==> config.mk <==
export PLATFORM = sky130hd
export DESIGN_NAME = spi_cc_rx
export DESIGN_NICKNAME = d
export VERILOG_FILES = /design/src/rtl/spi_cc_pkg.sv /design/src/rtl/spi_cc_sync.sv /design/src/rtl/spi_cc_shift.sv /design/src/rtl/spi_cc_frame.sv /design/src/rtl/spi_cc_rx.sv
export SDC_FILE = /design/constraint.sdc
export NUM_CORES = 1
export LEC_CHECK = 0
export ABC_AREA = 1
export BUFFER_PORTS_ARGS = -buffer_cell sky130_fd_sc_hd__buf_4
export CAP_MARGIN = 15
export CORE_MARGIN = 4
export CORE_UTILIZATION = 38
export DETAILED_ROUTE_END_ITERATION = 8
export PLACE_DENSITY = 0.62
export SLEW_MARGIN = 5
export SYNTH_ARGS = -nofsm -noshare
export SYNTH_HDL_FRONTEND = slang
export SYNTH_SLANG_ARGS = --single-unit
export TNS_END_PERCENT = 20
==> constraint.sdc <==
create_clock -name clk_i -period 4 [get_ports clk_i]
set_clock_uncertainty 0.2 [all_clocks]
set_input_delay 0.8 -clock clk_i [delete_from_list [all_inputs] [get_ports clk_i]]
set_output_delay 0.8 -clock clk_i [all_outputs]
set_load 0.02 [all_outputs]
==> src/rtl/spi_cc_pkg.sv <==
package spi_cc_pkg;
  localparam int unsigned BYTE_W = 8;
  typedef enum logic {FR_IDLE, FR_LOAD} fr_state_e;
endpackage

==> src/rtl/spi_cc_sync.sv <==
module spi_cc_sync #(
  parameter int unsigned W = 3,
  parameter logic [W-1:0] RST_VAL = '0
) (
  input  logic         clk_i,
  input  logic         rst_ni,
  input  logic [W-1:0] d_i,
  output logic [W-1:0] q_o
);
  logic [W-1:0] s1_q, s2_q;

  always_ff @(posedge clk_i or negedge rst_ni) begin
    if (!rst_ni) begin
      s1_q <= RST_VAL;
      s2_q <= RST_VAL;
    end else begin
      s1_q <= d_i;
      s2_q <= s1_q;
    end
  end

  assign q_o = s2_q;
endmodule

==> src/rtl/spi_cc_shift.sv <==
module spi_cc_shift #(
  parameter int unsigned DW = 8
) (
  input  logic          clk_i,
  input  logic          rst_ni,
  input  logic          sck_s_i,
  input  logic          mosi_s_i,
  input  logic          ss_s_i,
  input  logic [DW-1:0] corr_i,
  output logic          miso_o,
  output logic [DW-1:0] byte_o,
  output logic          byte_vld_o,
  output logic          sck_rise_o
);
  localparam int unsigned CW = (DW > 1) ? $clog2(DW) : 1;
  localparam logic [CW-1:0] LAST = CW'(DW - 1);

  logic          sck_q;
  logic          rise, fall;
  logic [CW-1:0] cnt_q;
  logic [DW-1:0] sh_q, tx_q, byte_q;
  logic          miso_q, vld_q;

  assign rise = sck_s_i & ~sck_q;
  assign fall = ~sck_s_i & sck_q;

  always_ff @(posedge clk_i or negedge rst_ni) begin
    if (!rst_ni) sck_q <= 1'b0;
    else         sck_q <= sck_s_i;
  end

  always_ff @(posedge clk_i or negedge rst_ni) begin
    if (!rst_ni) begin
      cnt_q  <= '0;
      sh_q   <= '0;
      tx_q   <= '0;
      byte_q <= '0;
      miso_q <= 1'b0;
      vld_q  <= 1'b0;
    end else if (ss_s_i) begin
      // deselected: drop partial byte
      cnt_q  <= '0;
      miso_q <= 1'b0;
      vld_q  <= 1'b0;
    end else begin
      vld_q <= 1'b0;
      if (fall) begin
        sh_q <= {mosi_s_i, sh_q[DW-1:1]};
        if (cnt_q == LAST) begin
          cnt_q  <= '0;
          byte_q <= {mosi_s_i, sh_q[DW-1:1]};
          vld_q  <= 1'b1;
        end else begin
          cnt_q <= cnt_q + 1'b1;
        end
      end
      if (rise) begin
        if (cnt_q == '0) begin
          tx_q   <= corr_i;
          miso_q <= corr_i[0];
        end else begin
          miso_q <= tx_q[cnt_q];
        end
      end
    end
  end

  assign miso_o     = miso_q;
  assign byte_o     = byte_q;
  assign byte_vld_o = vld_q;
  assign sck_rise_o = rise;
endmodule

==> src/rtl/spi_cc_frame.sv <==
module spi_cc_frame
  import spi_cc_pkg::*;
#(
  parameter int unsigned DW = 8,
  parameter int unsigned NB = 10,
  parameter logic [DW-1:0] MARKER = 8'hAA
) (
  input  logic           clk_i,
  input  logic           rst_ni,
  input  logic [DW-1:0]  byte_i,
  input  logic           vld_i,
  output logic [NB*DW-1:0] code_o,
  output logic           frame_valid_o
);
  localparam int unsigned IW = (NB > 1) ? $clog2(NB) : 1;
  localparam logic [IW-1:0] LAST = IW'(NB - 1);

  fr_state_e            st_q;
  logic [IW-1:0]        idx_q;
  logic [NB-1:0][DW-1:0] bank_q;
  logic                 fv_q;

  always_ff @(posedge clk_i or negedge rst_ni) begin
    if (!rst_ni) begin
      st_q   <= FR_IDLE;
      idx_q  <= '0;
      bank_q <= '0;
      fv_q   <= 1'b0;
    end else begin
      fv_q <= 1'b0;
      if (vld_i) begin
        case (st_q)
          FR_IDLE: if (byte_i == MARKER) begin
            st_q  <= FR_LOAD;
            idx_q <= '0;
          end
          FR_LOAD: begin
            bank_q[idx_q] <= byte_i;
            if (idx_q == LAST) begin
              st_q <= FR_IDLE;
              fv_q <= 1'b1;
            end else begin
              idx_q <= idx_q + 1'b1;
            end
          end
          default: st_q <= FR_IDLE;
        endcase
      end
    end
  end

  for (genvar g = 0; g < NB; g++) begin : g_out
    assign code_o[g*DW +: DW] = bank_q[g];
  end

  assign frame_valid_o = fv_q;
endmodule

==> src/rtl/spi_cc_rx.sv <==
module spi_cc_rx
  import spi_cc_pkg::*;
#(
  parameter int unsigned NB = 10,
  parameter logic [BYTE_W-1:0] MARKER = 8'hAA
) (
  input  logic                 clk_i,
  input  logic                 rst_ni,
  input  logic                 sck_i,
  input  logic                 mosi_i,
  input  logic                 ss_ni,
  input  logic [BYTE_W-1:0]    corr_i,
  output logic                 miso_o,
  output logic [NB*BYTE_W-1:0] code_o,
  output logic                 frame_valid_o
);
  logic [2:0]        sync_q;
  logic              sck_s, mosi_s, ss_s;
  logic [BYTE_W-1:0] rx_byte;
  logic              byte_vld, sck_rise;

  spi_cc_sync #(.W(3), .RST_VAL(3'b100)) u_sync (
    .clk_i (clk_i),
    .rst_ni(rst_ni),
    .d_i   ({ss_ni, mosi_i, sck_i}),
    .q_o   (sync_q)
  );
  assign sck_s  = sync_q[0];
  assign mosi_s = sync_q[1];
  assign ss_s   = sync_q[2];

  spi_cc_shift #(.DW(BYTE_W)) u_shift (
    .clk_i     (clk_i),
    .rst_ni    (rst_ni),
    .sck_s_i   (sck_s),
    .mosi_s_i  (mosi_s),
    .ss_s_i    (ss_s),
    .corr_i    (corr_i),
    .miso_o    (miso_o),
    .byte_o    (rx_byte),
    .byte_vld_o(byte_vld),
    .sck_rise_o(sck_rise)
  );

  spi_cc_frame #(.DW(BYTE_W), .NB(NB), .MARKER(MARKER)) u_frame (
    .clk_i        (clk_i),
    .rst_ni       (rst_ni),
    .byte_i       (rx_byte),
    .vld_i        (byte_vld),
    .code_o       (code_o),
    .frame_valid_o(frame_valid_o)
  );
endmodule

==> results.sh <==
export IMPL_status="finished, final reports clean"
export IMPL_io_buffers=94
export IMPL_path_depth=1
export IMPL_clock_latency_ns=0.40
export IMPL_relSlewSlack=0.552
export IMPL_ys_seq_area_frac=0.652
export IMPL_synth_top_area_frac=0.641
export IMPL_area_growth_pct=29.1
export IMPL_post_route_period_util=0.496
export IMPL_io_pins=95
export IMPL_critPathKind="flop to primary output"
export IMPL_path_delay_family="flip-flops"
export IMPL_cts_path_max_buffers=2
export IMPL_maxCapViolCount=0
export IMPL_fmax_ghz=0.504
export IMPL_tightest_slew_ns=0.672
export IMPL_worst_path_buf_inv=1
export IMPL_crit_end="code_o[18]"
export IMPL_drt_iter0_drc=278
export IMPL_routed_top_layer="met4"
export IMPL_die_h_um=119
export IMPL_grt_max_degree=71
export IMPL_met3_length_um=695
export IMPL_cts_tree="done"
export IMPL_route_detailed_drc=0
export IMPL_nets=589
export IMPL_synth_cell_type_count=20
export IMPL_p_sw_w=0.000600
export IMPL_cts_resized=0
export IMPL_path_cells="buf_4"
export IMPL_routedWlPerCell_um=14.8
export IMPL_routabilityCongestion=0.781
export IMPL_layout_drive_gt1_share=0.231
export IMPL_fillers=1094
export IMPL_dieArea_mm2=0.0141
export IMPL_timing_rr_start="u_shift.cnt_q[0]"
export IMPL_synth_net_count=492
export IMPL_core_area_mm2=0.0120
export IMPL_avgSynthCellArea_um2=9.85
export IMPL_cp_end_kind="primary output"
export IMPL_finalMaxSlewViolations=0
export IMPL_r2r_setup_slack_ns=2.16
export IMPL_hpwlAfterDp_um=7240
export IMPL_start_kind="flop"
export IMPL_ir_drop_uv=244
export IMPL_synth_seq_cells=121
export IMPL_post_route_min_period_ns=1.98
export IMPL_num_rows=40
export IMPL_finalHoldViolCount=0
export IMPL_post_cts_buffers=0
export IMPL_yosys_warnings=0
export IMPL_first_pass_iters=4
export IMPL_post_place_ws_ns=2.09
export IMPL_worstPathArrival_ns=0.98
export IMPL_synthCells=472
export IMPL_cp_max_fo=2
export IMPL_crit_required_ns=3.00
export IMPL_finalPower_w=0.00280
export IMPL_ff2ff_path_depth=6
export IMPL_pwr_share_clk=0.508
export IMPL_clk_pin_slew_ns=0.05
export IMPL_grt_overflow_total=0
export IMPL_swShare=0.214
export IMPL_cp_slowest_cell="dfrtp_1"
export IMPL_setup_tns_ns=0
export IMPL_cts_hold_buf=0
export IMPL_clock_sinks=121
export IMPL_first_global_vias=3528
export IMPL_hold_class="flop to flop"
export IMPL_p_leak_nw=2.98
export IMPL_clockRootBuffer="clkbuf_16"
export IMPL_start_util=0.387
export IMPL_power_density_mw_per_mm2=467
export IMPL_synth_top_area_cell="dfrtp_1"
export IMPL_vias_per_cell=4.79
export IMPL_slowest_delay_ns=0.41
export IMPL_power_frac_seq=0.458
export IMPL_rsz0062_at_grt="no"
export IMPL_cts_buffers=17
export IMPL_wl_met1_um=4840
export IMPL_final_setup_worst_slack_ns=2.02
export IMPL_die_w_um=119
export IMPL_critPathLaunch="u_frame.code_o[18]"
export IMPL_n_antenna_cell=0
export IMPL_ys_top_cells_by_area="dfrtp_1 (64%), nand2_1 (11%), o21ai_0 (10%)"
export IMPL_comb_power_share=0.034
export IMPL_routed_wl_um=10800
export IMPL_fin_util=0.499
export IMPL_vias=3486
export IMPL_setup_violations=0
export IMPL_synth_area_mm2=0.00465
export IMPL_regToRegEndpoint="u_shift.byte_o[7]"
export IMPL_ctsHtreeMaxLevel=4
export IMPL_wl_met2_um=5130
export IMPL_intPower_w=0.00220
export IMPL_antenna_left=0
export IMPL_grt_pass1_wl_um=18000
export IMPL_grt_usage=0.160
export IMPL_antenna_found_initial=0
==> area by class of cell <==
type	count	area (um2)	share of cell area
Clock buffer	17	425	0.0709
Tap cell	147	184	0.0307
Sequential cell	121	3030	0.505
Inverter	44	165	0.0275
Clock inverter	14	134	0.0223
Multi-Input combinational cell	290	1340	0.223
Timing Repair Buffer	95	726	0.121
==> routing by layer <==
layer | vias up | track usage
met4 | 0 | 0.0391
met3 | 11 | 0.0502
met2 | 110 | 0.256
met5 | - | 0
met1 | 1664 | 0.212
li1 | 1701 | -
==> power groups by stage <==
stage	clock, W	sequential (W)	combinational, W
global placement	0	0.00130	0.0000948
global route	0.00151	0.00128	0.000115
finish	0.00142	0.00128	0.0000963
CTS	0.00145	0.00128	0.0000990
detailed placement	0	0.00130	0.0000980
floorplan	0	0.00130	0.0000502
==> worst reg2reg max path, cell delays in order (launching register included) <==
cell	delay, ns
dfrtp_1	0.45
ha_1	0.23
ha_1	0.20
nand2_1	0.31
inv_1	0.15
nand2_1	0.09
o21ai_0	0.07
==> through the flow <==
stage                     hold WS, ns  std cells  cell area (um2)
final                           0.148        728             6000
after global routing            0.150        728             6000
after CTS                       0.149        728             6000
after detailed placement        0.136        697             5440
after global placement          0.133        697             5440
after floorplan                 0.131        472             4650
==> flip-flops by register name, indices dropped and copies added (netlist names) <==
signal / count
u_sync.s1_q: 3
u_frame.st_q: 1
u_sync.q_o: 3
u_shift.miso_o: 1
u_shift.sck_q: 1
u_shift.cnt_q: 3
u_frame.frame_valid_o: 1
u_shift.byte_vld_o: 1
u_shift.tx_q: 8
u_frame.code_o: 80
u_frame.idx_q: 4
u_shift.sh_q: 7
u_shift.byte_o: 8
==> synthesized netlist by cell type <==
master and number:
inv_1 44, nor2_4 1, nor2_1 15, clkbuf_1 5, nand4_2 1, buf_6 6
o21ai_0 96, a21oi_1 4, nand3_1 12, nand2_2 1, dfstp_2 2, ha_1 7
nand2_1 139, dfrtp_1 119, o21ai_1 6, o211ai_1 1, nor2_2 3, o21a_1 1
buf_2 6, nor3_1 3
==> cells by family after synthesis <==
kind of cell               after synthesis  share of synthesized area
AOI/OAI and AO/OA                      108                      0.117
adders and majority gates                7                     0.0188
buffers and inverters                   61                     0.0606
DFF                                    121                      0.652
and+or+nand+nor                        175                      0.151
==> how the worst min path moves through the flow <==
stage	start	cells after the start	endpoint	slack [ns]
floorplan	u_sync.s1_q[0]	0	u_sync.q_o[0]	0.13
global placement	u_sync.s1_q[0]	0	u_sync.q_o[0]	0.13
detailed placement	u_sync.s1_q[1]	0	u_sync.q_o[1]	0.14
CTS	u_sync.s1_q[1]	0	u_sync.q_o[1]	0.15
global route	u_sync.s1_q[1]	0	u_sync.q_o[1]	0.15
finish	u_sync.s1_q[0]	0	u_sync.q_o[0]	0.15
==> cell usage in the layout (no fill, tap or decap) <==
cell type   Yosys  layout
buf_4           0      94
a21oi_1         4       4
clkinv_4        0       1
nor2_2          3       3
nand3_1        12      12
nor3_1          3       3
nand2_2         1       1
inv_1          44      44
o21a_1          1       1
buf_12          0       1
nand2_1       139     139
clkinvlp_4      0       4
nor2_4          1       1
clkinv_2        0       7
dfstp_2         2       2
o211ai_1        1       1
o21ai_0        96      96
bufinv_16       0       2
dfrtp_1       119     119
ha_1            7       7
o21ai_1         6       6
nand4_2         1       1
nor2_1         15      15
clkbuf_16       0      17
Power figures use the tool's default switching activity.
